==> src/rtl/axc_pkg.sv <==
package axc_pkg;

    typedef enum logic [1:0] {
        ST_IDLE  = 2'd0,
        ST_SHIFT = 2'd1,
        ST_GAP   = 2'd2,
        ST_DONE  = 2'd3
    } axc_state_e;

    typedef enum logic [1:0] {
        CLS_OTHER = 2'd0,
        CLS_MUL   = 2'd1,
        CLS_DIV   = 2'd2,
        CLS_XWAIT = 2'd3
    } axc_class_e;

    localparam int COST_W = 5;

    // CPU cycles charged for each processing class
    function automatic logic [COST_W-1:0] class_cost(input logic [1:0] cls);
        logic [COST_W-1:0] c;
        unique case (axc_class_e'(cls))
            CLS_MUL:   c = 5'd13;
            CLS_DIV:   c = 5'd20;
            CLS_XWAIT: c = 5'd9;
            default:   c = 5'd7;
        endcase
        return c;
    endfunction

endpackage

==> src/rtl/axc_sck_gen.sv <==
module axc_sck_gen #(
    parameter int DIV_W = 8
) (
    input  logic             clk,
    input  logic             rst_n,
    input  logic             launch,
    input  logic             active,
    input  logic [DIV_W-1:0] sck_half,
    output logic             sck,
    output logic             rise_now,
    output logic             fall_now,
    output logic             end_now
);
    localparam int BIT_W = 3;

    logic [DIV_W-1:0] hc_q;
    logic             ph_q;
    logic [BIT_W-1:0] bc_q;
    logic             sck_q;
    logic             half_up;

    always_comb begin
        half_up  = active && (hc_q == sck_half - DIV_W'(1));
        rise_now = half_up && !ph_q;
        fall_now = half_up && ph_q && (bc_q != 3'd7);
        end_now  = half_up && ph_q && (bc_q == 3'd7);
        sck      = sck_q;
    end

    always_ff @(posedge clk or negedge rst_n) begin
        if (!rst_n) begin
            sck_q <= 1'b1;
            hc_q  <= '0;
            ph_q  <= 1'b0;
            bc_q  <= '0;
        end else if (launch) begin
            sck_q <= 1'b0;
            hc_q  <= '0;
            ph_q  <= 1'b0;
            bc_q  <= '0;
        end else if (active) begin
            if (half_up) begin
                hc_q <= '0;
                if (!ph_q) begin
                    sck_q <= 1'b1;
                    ph_q  <= 1'b1;
                end else if (bc_q != 3'd7) begin
                    sck_q <= 1'b0;
                    ph_q  <= 1'b0;
                    bc_q  <= bc_q + 3'd1;
                end
            end else begin
                hc_q <= hc_q + DIV_W'(1);
            end
        end
    end

    // Input assumption: a running byte needs a nonzero half-period
    p_half_nonzero_r3: assert property (@(posedge clk) disable iff (!rst_n)
        active |-> (sck_half != '0));

    // A byte that has just ended leaves the clock high
    p_end_high_r3: assert property (@(posedge clk) disable iff (!rst_n)
        end_now |=> sck_q);

endmodule

==> src/rtl/axc_shifter.sv <==
module axc_shifter (
    input  logic       clk,
    input  logic       rst_n,
    input  logic       launch,
    input  logic [7:0] tx_byte,
    input  logic       fall_now,
    input  logic       rise_now,
    input  logic       sdi,
    output logic       sdo,
    output logic [7:0] rx_byte
);
    logic [7:0] tsr_q;
    logic [7:0] rsr_q;

    always_ff @(posedge clk or negedge rst_n) begin
        if (!rst_n) begin
            tsr_q <= '0;
            rsr_q <= '0;
        end else begin
            if (launch) begin
                tsr_q <= tx_byte;
            end else if (fall_now) begin
                tsr_q <= {tsr_q[6:0], 1'b0};
            end
            if (rise_now) begin
                rsr_q <= {rsr_q[6:0], sdi};
            end
        end
    end

    always_comb begin
        sdo     = tsr_q[7];
        rx_byte = rsr_q;
    end

    // Data out moves only on a falling edge or a byte launch
    p_sdo_hold_r1: assert property (@(posedge clk) disable iff (!rst_n)
        (!launch && !fall_now) |=> $stable(sdo));

endmodule

==> src/rtl/axc_gap_timer.sv <==
module axc_gap_timer #(
    parameter int DIV_W = 8,
    parameter int IV_W  = 8
) (
    input  logic             clk,
    input  logic             rst_n,
    input  logic             load,
    input  logic [1:0]       proc_class,
    input  logic             iv_en,
    input  logic [IV_W-1:0]  iv_len,
    input  logic [DIV_W-1:0] sck_half,
    output logic             expire
);
    import axc_pkg::*;

    localparam int GW0   = (DIV_W > IV_W) ? DIV_W : IV_W;
    localparam int GAP_W = ((GW0 > COST_W) ? GW0 : COST_W) + 4;

    logic [GAP_W-1:0] half_x;
    logic [GAP_W-1:0] floor_x;
    logic [GAP_W-1:0] cost_x;
    logic [GAP_W-1:0] iv_x;
    logic [GAP_W-1:0] g_a;
    logic [GAP_W-1:0] g_x;
    logic [GAP_W-1:0] cnt_q;

    always_comb begin
        half_x  = GAP_W'(sck_half);
        floor_x = (half_x << 2) + half_x;
        cost_x  = GAP_W'(class_cost(proc_class));
        iv_x    = iv_en ? GAP_W'(iv_len) : '0;
        g_a     = (floor_x > cost_x) ? floor_x : cost_x;
        g_x     = (g_a > iv_x) ? g_a : iv_x;
        expire  = (cnt_q == '0);
    end

    // The final high phase already spent sck_half cycles of the gap
    always_ff @(posedge clk or negedge rst_n) begin
        if (!rst_n) begin
            cnt_q <= '0;
        end else if (load) begin
            cnt_q <= g_x - half_x - GAP_W'(1);
        end else if (cnt_q != '0) begin
            cnt_q <= cnt_q - GAP_W'(1);
        end
    end

    p_gap_floor_r5: assert property (@(posedge clk) disable iff (!rst_n)
        load |=> (cnt_q + $past(half_x) + GAP_W'(1)) >= (($past(half_x) << 2) + $past(half_x)));

    p_gap_cost_r5: assert property (@(posedge clk) disable iff (!rst_n)
        load |=> (cnt_q + $past(half_x) + GAP_W'(1)) >= GAP_W'(class_cost($past(proc_class))));

    p_gap_iv_r6: assert property (@(posedge clk) disable iff (!rst_n)
        (load && iv_en) |=> (cnt_q + $past(half_x) + GAP_W'(1)) >= GAP_W'($past(iv_len)));

endmodule

==> src/rtl/auto_xfer_ctrl.sv <==
module auto_xfer_ctrl #(
    parameter int MAX_BYTES = 4,
    parameter int DIV_W     = 8,
    parameter int IV_W      = 8,
    parameter int CNT_W     = $clog2(MAX_BYTES + 1)
) (
    input  logic                   clk,
    input  logic                   rst_n,
    input  logic                   start,
    input  logic                   int_clk_sel,
    input  logic [CNT_W-1:0]       byte_cnt,
    input  logic [8*MAX_BYTES-1:0] tx_data,
    input  logic [DIV_W-1:0]       sck_half,
    input  logic [1:0]             proc_class,
    input  logic                   iv_en,
    input  logic [IV_W-1:0]        iv_len,
    input  logic                   sdi,
    output logic                   sck,
    output logic                   sdo,
    output logic [8*MAX_BYTES-1:0] rx_data,
    output logic                   done
);
    import axc_pkg::*;

    localparam int IDX_W = (MAX_BYTES > 1) ? $clog2(MAX_BYTES) : 1;

    axc_state_e       state_q, state_d;
    logic [CNT_W-1:0] rem_q;
    logic [IDX_W-1:0] idx_q;
    logic [IDX_W-1:0] tx_sel;
    logic [7:0]       tx_byte;
    logic [7:0]       rx_byte;
    logic [MAX_BYTES-1:0][7:0] rx_q;
    logic             start_ok;
    logic             launch;
    logic             gap_load;
    logic             active;
    logic             rise_now, fall_now, end_now;
    logic             gap_expire;
    logic             last_byte;

    always_comb begin
        start_ok  = start && int_clk_sel && (byte_cnt != '0) &&
                    (byte_cnt <= CNT_W'(MAX_BYTES));
        last_byte = (rem_q == CNT_W'(1));
        tx_sel    = (state_q == ST_IDLE) ? '0 : idx_q;
        tx_byte   = tx_data[8*tx_sel +: 8];
    end

    // Next-state logic
    always_comb begin
        state_d  = state_q;
        launch   = 1'b0;
        gap_load = 1'b0;
        unique case (state_q)
            ST_IDLE: begin
                if (start_ok) begin
                    state_d = ST_SHIFT;
                    launch  = 1'b1;
                end
            end
            ST_SHIFT: begin
                if (end_now) begin
                    if (last_byte) begin
                        state_d = ST_DONE;
                    end else begin
                        state_d  = ST_GAP;
                        gap_load = 1'b1;
                    end
                end
            end
            ST_GAP: begin
                if (gap_expire) begin
                    state_d = ST_SHIFT;
                    launch  = 1'b1;
                end
            end
            ST_DONE: state_d = ST_IDLE;
            default: state_d = ST_IDLE;
        endcase
    end

    // State register and transfer bookkeeping
    always_ff @(posedge clk or negedge rst_n) begin
        if (!rst_n) begin
            state_q <= ST_IDLE;
            rem_q   <= '0;
            idx_q   <= '0;
            rx_q    <= '0;
        end else begin
            state_q <= state_d;
            if (state_q == ST_IDLE && start_ok) begin
                rem_q <= byte_cnt;
                idx_q <= '0;
            end else if (end_now) begin
                rem_q       <= rem_q - CNT_W'(1);
                idx_q       <= idx_q + IDX_W'(1);
                rx_q[idx_q] <= rx_byte;
            end
        end
    end

    // Outputs
    always_comb begin
        active  = (state_q == ST_SHIFT);
        done    = (state_q == ST_DONE);
        rx_data = rx_q;
    end

    axc_sck_gen #(.DIV_W(DIV_W)) u_sck (
        .clk      (clk),
        .rst_n    (rst_n),
        .launch   (launch),
        .active   (active),
        .sck_half (sck_half),
        .sck      (sck),
        .rise_now (rise_now),
        .fall_now (fall_now),
        .end_now  (end_now)
    );

    axc_shifter u_shift (
        .clk      (clk),
        .rst_n    (rst_n),
        .launch   (launch),
        .tx_byte  (tx_byte),
        .fall_now (fall_now),
        .rise_now (rise_now),
        .sdi      (sdi),
        .sdo      (sdo),
        .rx_byte  (rx_byte)
    );

    axc_gap_timer #(.DIV_W(DIV_W), .IV_W(IV_W)) u_gap (
        .clk        (clk),
        .rst_n      (rst_n),
        .load       (gap_load),
        .proc_class (proc_class),
        .iv_en      (iv_en),
        .iv_len     (iv_len),
        .sck_half   (sck_half),
        .expire     (gap_expire)
    );

    p_idle_sck_high_r3: assert property (@(posedge clk) disable iff (!rst_n)
        (state_q == ST_IDLE) |-> sck);

    p_gap_sck_high_r5: assert property (@(posedge clk) disable iff (!rst_n)
        (state_q == ST_GAP) |-> sck);

    p_done_pulse_r8: assert property (@(posedge clk) disable iff (!rst_n)
        done |=> (!done && sck));

    p_busy_start_r9: assert property (@(posedge clk) disable iff (!rst_n)
        (start && (state_q == ST_SHIFT || state_q == ST_GAP)) |=> (state_q != ST_IDLE));

    p_half_steady_r3: assert property (@(posedge clk) disable iff (!rst_n)
        (state_q != ST_IDLE && state_d != ST_IDLE) |=> $stable(sck_half));

endmodule

==> config.mk <==
export PLATFORM = sky130hd
export DESIGN_NAME = auto_xfer_ctrl
export DESIGN_NICKNAME = d
export VERILOG_FILES = /design/src/rtl/axc_pkg.sv /design/src/rtl/axc_sck_gen.sv /design/src/rtl/axc_shifter.sv /design/src/rtl/axc_gap_timer.sv /design/src/rtl/auto_xfer_ctrl.sv
export SDC_FILE = /design/constraint.sdc
export NUM_CORES = 1
export LEC_CHECK = 0
export BUFFER_PORTS_ARGS = -buffer_cell sky130_fd_sc_hd__buf_4
export CORE_AREA = 2 2 112 87
export DETAILED_ROUTE_END_ITERATION = 10
export DIE_AREA = 0 0 114 89
export PLACE_DENSITY = 0.88
export SLEW_MARGIN = 20
export SYNTH_ARGS = -nofsm -noshare
export SYNTH_HDL_FRONTEND = slang
export SYNTH_SLANG_ARGS = --single-unit
export TNS_END_PERCENT = 5
==> constraint.sdc <==
create_clock -name clk -period 4 [get_ports clk]
set_clock_uncertainty 0.2 [all_clocks]
set_input_delay 0 -clock clk [delete_from_list [all_inputs] [get_ports clk]]
set_output_delay 0 -clock clk [all_outputs]
set_load 0.02 [all_outputs]
; ---- Word-level counts from Yosys, hierarchy flattened
; Index checks and enable logic that the tools add are counted.
[word_totals]
ff_bits = 80
inputBits = 59
out_inout_bits = 35
[classes]
addsub = 9
magnitude_cmp = 5
eq_ne = 14
shift = 1
mux = 45
n_bitwise = 1
reduce_logical = 27
[op_table]
columns = operator, n
row1 = two-way mux 8 bit, 7
row2 = two-way mux 12 bit, 4
row3 = bitwise mux 32 bit, 1
row4 = variable part select 32 x 6 -> 8 bit, 1
row5 = "subtractor 12 x 1 -> 12 bit, second input constant", 2
row6 = two-way mux 3 bit, 7
row7 = demux 8 bit (select 2 bit), 1
row8 = two-way mux 1 bit, 16
row9 = case mux 5 bit (3 select lines), 1
row10 = nonzero test 2 bit, 7
row11 = > comparator 12 bit, 1
row12 = > comparator 12 x 5 -> 1 bit, 1
row13 = logical NOT 12 bit, 1
row14 = two-way mux 2 bit, 6
row15 = nonzero test 12 bit, 1
row16 = subtractor 12 x 8 -> 12 bit, 1
row17 = adder 10 x 8 -> 11 bit, 1
row18 = logical AND 1 bit, 10
row19 = "adder 8 x 1 -> 8 bit, second input constant", 1
row20 = "equality test 2 bit, second input constant", 4
row21 = equality test 8 bit, 1
row22 = case mux 2 bit (4 select lines), 1
row23 = "subtractor 8 x 1 -> 8 bit, second input constant", 1
row24 = "!= test 2 bit, second input constant", 3
row25 = 18 further kinds, 22

; ---- Longest topological paths before layout
[depth]
depth_word = 9
ltp_mapped = 29
mapped_depth_nobuf = 28

; ---- Cells and area by module
; Synthesis repeated with hierarchy kept, for this count alone.
[unflattened]
cells_unflattened = 584
hier_area_um2 = 5801.8
[by_module_without_submodules]
columns = module, n_inst, cells_each, area_each_um2, seq_area_each_um2
row1 = axc_gap_timer, 1, 267, 2115.8, 300.3
row2 = auto_xfer_ctrl, 1, 158, 2013.2, 975.9
row3 = axc_sck_gen, 1, 108, 972.2, 326.6
row4 = axc_shifter, 1, 51, 700.7, 400.4

; ---- Least setup slack after synthesis
; OpenSTA, ideal clock, no wires.
[synth_timing]
path_type = input -> register
startpoint = input sck_half[0]
endpoint = register u_gap.cnt_q[10]
setup_ns = 0.121
t_arrival_ns = 5.136
setup_slack_ns = -1.457
path_stages = 25
n_path_buf = 1
cell_sequence = ha_1 fa_1 a211oi_2 or4b_1 nand4_1 a2111oi_4 nand4_2 mux2_2 ha_1 a21o_1 a21oi_1 a21oi_1 a211oi_1 a31oi_1 or2_1 buf_2 mux2_2 ha_1 nor2b_1 o21ai_0 a21oi_1 o41ai_1 a21oi_1 nor3_1 nor2_1
[synth_via]
elab_chain_len = 8
[synth_rtl]
columns = element, line_no
row1 = from (decl), auto_xfer_ctrl.sv:13  ; input logic [DIV_W-1:0] sck_half,
row2 = adder 10 x 8 -> 11 bit / subtractor 8 x 1 -> 8 bit (equally long branches), "axc_gap_timer.sv:29, axc_sck_gen.sv:23"
row3 = > comparator 12 x 5 -> 1 bit / equality test 8 bit (equally long branches), "axc_gap_timer.sv:32, axc_sck_gen.sv:23"
row4 = two-way mux 12 bit / logical AND 1 bit (equally long branches), "axc_gap_timer.sv:32, axc_sck_gen.sv:23"
row5 = > comparator 12 bit / logical AND 1 bit (equally long branches), "axc_gap_timer.sv:33, axc_sck_gen.sv:26"
row6 = two-way mux 12 bit / logical AND 1 bit (equally long branches), "axc_gap_timer.sv:33, axc_sck_gen.sv:26"
row7 = subtractor 12 x 8 -> 12 bit / two-way mux 1 bit (equally long branches), "axc_gap_timer.sv:42, auto_xfer_ctrl.sv:63"
row8 = subtractor 12 x 1 -> 12 bit / two-way mux 1 bit (equally long branches), "axc_gap_timer.sv:42, auto_xfer_ctrl.sv:55"
row9 = two-way mux 12 bit / nonzero test 2 bit (equally long branches), n/a
row10 = to (signal assigned), axc_gap_timer.sv:42  ; cnt_q <= g_x - half_x - GAP_W'(1);
row11 = to (signal assigned), axc_gap_timer.sv:44  ; cnt_q <= cnt_q - GAP_W'(1);
row12 = to (decl), axc_gap_timer.sv:25  ; logic [GAP_W-1:0] cnt_q;
; Parallel ways exist; a longest one is shown, timed or not.
; A chain may end at the register's enable or synchronous reset.

; ---- Worst setup path after layout
; Same ends and word-level chain as after synthesis.

==> flow_summary_export.csv <==
group,metric,value,unit
status,status,"finished, violations left",
status,violations,"setup timing",
min_path,min_path_type,"input port to flip-flop",
sta,hold_violations,0,
sta,layout_min_cycle_time,5.35,ns
layout,drive_gt1_frac,0.380,
worst_setup_path,worstReg2RegEnd,"u_shift.tsr_q[5]",
die,dieArea,0.0101,mm2
sta,relSlewSlack,0.386,
power_and_ir_drop,p_leak,3.68,nW
worst_setup_path,startpoint_type,"input port",
route,routed-via-count,5445,
synth,synth.avg_cell_area,10.1,um2
cts,clk_latency,0.35,ns
sta,fin_ws,-1.35,ns
synth,syn_inst,532,
grt,grt_util_met1,0.459,
synth,synth.net_count,631,
synth,ys_warn_count,0,
grt,track_usage,0.385,
synth,synth_edf_count,0,
worst_setup_path,reg2reg_depth,9,
route,drt-initial-drc-count,586,
grt,grtUsageMet2,0.641,
placement,post_dp_cell_area,0.00662,mm2
grt,grt_pass1_vias,5627,
placement,dp_hpwl,11100,um
die,ios,94,
cts,clkTransAtPathRegs,0.06,ns
synth,synth_area_leaders,"dfrtp_1 (37%), ha_1 (8.9%), mux2_4 (7.9%), mux2_2 (3.8%), nand2_1 (3.5%)",
route,drc,0,
layout,areaGrowthSynthToFinish,36.1,%
die,dieWidth,114,um
min_path,min_path_cells,4,
synth,synth_flop_cell,"dfrtp_1",
worst_setup_path,end_kind,"flip-flop",
synth,synth_top_area_frac,0.370,
synth,ys_seq_area_frac,0.375,
cts,cts_root_buffer,"clkbuf_16",
power_and_ir_drop,p_sw,0.672,mW
die,rows,30,
sta,rsz0062_at_grt,"yes",
cts,htree_levels,3,
placement,gp_congestion,0.960,
cts,numCtsBuffers,9,
route,ant_nets,0,
min_path,hold_end,"u_shift.tsr_q[6]",
grt,grt_pass1_wl,29700,um
synth,synth_async_sr_flop_share,1.00,
layout,post-route-util,0.815,
die,dieHeight,89,um
synth,synth_top_area_cell,"dfrtp_1",
power_and_ir_drop,power_density,332,mW/mm2
layout,final_cell_area,0.00728,mm2
grt,overflow,0,
worst_setup_path,cp.arrival,5.42,ns
worst_setup_path,reg2reg_from,"u_gap.cnt_q[1]",
sta,maxSlewViolCount,0,
placement,io_buffers,93,
power_and_ir_drop,power_frac_clock,0.392,
route,routed_wirelength,19100,um
power_and_ir_drop,seqPwrFrac,0.336,
worst_setup_path,worstPathRequired,4.07,ns
layout,fin_nets,798,
route,routedWlPerCell,23.5,um
layout,antennaDiodeCount,0,
min_path,worstHoldStart,"tx_data[6]",
cts,cts_tree,"built",
route,first_pass_iters,9,
power_and_ir_drop,internal_power,1.74,mW
synth,synth_seq_cells,80,
cts,cts.sinks,80,
worst_setup_path,ff2ff_setup_slack,0.59,ns
grt,antenna_found_initial,0,
run,maxCapViolations,0,
power_and_ir_drop,irDropWorstVdd,0.000297,V
die,core,0.00893,mm2
sta,max_freq,187,MHz
power_and_ir_drop,swShare,0.278,
worst_setup_path,crit_type,"input port to flip-flop",
route,via_per_inst,6.69,
sta,finalSetupViolCount,12,
power_and_ir_drop,total_power,2.41,mW
worst_setup_path,cp_max_fo,5,
synth,syn_area,0.00535,mm2
grt,grt-busiest-layer,"met2",
grt,grt_start_max_net_pins,81,
sta,worst_pin_slew,0.917,ns
die,floorplan.initialDensity,0.599,
power_and_ir_drop,pwr-share-comb,0.272,
sta,period_share,1.34,
synth,synth.distinct_cells,62,
grt,met3_usage,0.0983,
cts,cts.path.max_buffers,2,
cells in the final DEF (no fill, tap or decap), types with 5 or more instances in the layout:
cell,count
buf_4,157
dfrtp_1,79
nand2_1,50
nor2_1,41
mux2_4,31
o21ai_0,30
ha_1,30
inv_1,26
a21oi_1,17
xor2_1,17
xnor2_1,16
mux2_2,15
nand3_1,11
nor3_1,10
clkbuf_16,9
dlygate4sd3_1,9
o22ai_1,7
a311oi_1,7
a221o_1,7
ha_4,7
nand2b_1,6
nand4_1,6
a21o_1,6
mux2i_1,6
and3_1,5
nor2b_1,5
and2_1,5
state kept, by name, summed over array words and instances (netlist names):
signal and cells:
rx_data 32, u_gap.cnt_q 12, u_sck.hc_q 8, u_shift.rx_byte 8, u_shift.tsr_q 8, rem_q 3
u_sck.bc_q 3, idx_q 2, state_q 2, u_sck.ph_q 1, u_sck.sck 1
critical path, stage by stage:
cell and delay, ns:
buf_8 0.10, ha_4 0.16, fa_2 0.38, a211oi_4 0.28, or4b_1 0.15, nand4_1 0.22
a2111oi_4 0.41, nand4_4 0.21, mux2_4 0.38, ha_4 0.28, nand3_1 0.12, o21bai_1 0.19
a21oi_1 0.18, a211oi_2 0.06, a31oi_1 0.21, or2_4 0.21, mux2i_1 0.22, ha_2 0.23
inv_2 0.04, fa_2 0.36, nor2b_2 0.15, o21ai_2 0.08, a21oi_2 0.23, o41ai_4 0.11
a21oi_1 0.29, nor3_2 0.07, nor2_1 0.10
worst max-delay path by stage:
stage / startpoint / end / slack, ns / cells past startpoint
after detailed placement: sck_half[0] / u_gap.cnt_q[10] / -1.79 / 27
after CTS: sck_half[0] / u_gap.cnt_q[10] / -0.91 / 27
after floorplan: sck_half[0] / u_gap.cnt_q[10] / -1.19 / 27
final: sck_half[0] / u_gap.cnt_q[10] / -1.35 / 27
after global routing: sck_half[0] / u_gap.cnt_q[10] / -1.49 / 27
after global placement: sck_half[0] / u_gap.cnt_q[10] / -1.46 / 27
stage by stage:
step,TNS [ns],worst slack [ns],hold WS (ns),cells
2_1_floorplan,-10.09,-1.19,-0.496,532
3_3_place_gp,-13.50,-1.46,0.00720,782
3_5_place_dp,-16.76,-1.79,0.0119,782
4_1_cts,-7.33,-0.907,0.00337,814
5_1_grt,-13.56,-1.49,0.0291,814
6_report,-11.68,-1.35,0.00704,814
per-layer routing:
layer	routed length, um	share of wire
met4	1270	0.067
met2	8840	0.46
met1	7100	0.37
met5	0	0
met3	1900	0.099
layout make-up:
| class | instances | area, um2 |
|---|---|---|
| sequential | 80 | 2000 |
| tap | 112 | 140 |
| timing repair buffer | 170 | 1320 |
| multi-input combinational | 410 | 3380 |
| clock buffer | 9 | 225 |
| fill | 439 | 1660 |
| clock inverter | 5 | 108 |
| inverter | 28 | 105 |
power by group through the flow:
stage	clock network, mW	registers (mW)	logic, mW
floorplan	0	0.825	0.279
global placement	0	0.825	0.487
detailed placement	0	0.825	0.521
CTS	0.933	0.810	0.601
global route	0.970	0.810	0.693
finish	0.947	0.810	0.656
timing repair:
item	4_1_cts	5_1_grt
hold buffers	9	0
setup buffers	9	0
gates resized for setup	28	3
endpoints found under the hold margin	85	0
pin swaps	18	4
gates cloned	0	0
endpoints found under the setup margin	12	12
synthesized netlist by cell type (7+ instances only):
| cell type | instances |
|---|---|
| a21oi_1 | 21 |
| a221o_1 | 7 |
| a311oi_1 | 7 |
| dfrtp_1 | 79 |
| ha_1 | 38 |
| inv_1 | 28 |
| mux2_2 | 18 |
| mux2_4 | 28 |
| mux2i_1 | 7 |
| nand2_1 | 50 |
| nand3_1 | 11 |
| nor2_1 | 41 |
| nor3_1 | 11 |
| o21ai_0 | 34 |
| o22ai_1 | 7 |
| xnor2_1 | 16 |
| xor2_1 | 18 |
logic make-up after synthesis:
group / count (synthesis) / synth area share
AO/OA/AOI/OAI: 112 / 0.139
adder cells (fa/ha/maj): 40 / 0.0964
multiplexers: 57 / 0.138
buffers and inverters: 42 / 0.0328
XOR/XNOR: 34 / 0.0557
AND/OR/NAND/NOR: 167 / 0.164
flip-flops: 80 / 0.375
Note: power is estimated with default switching activity, not from simulation.
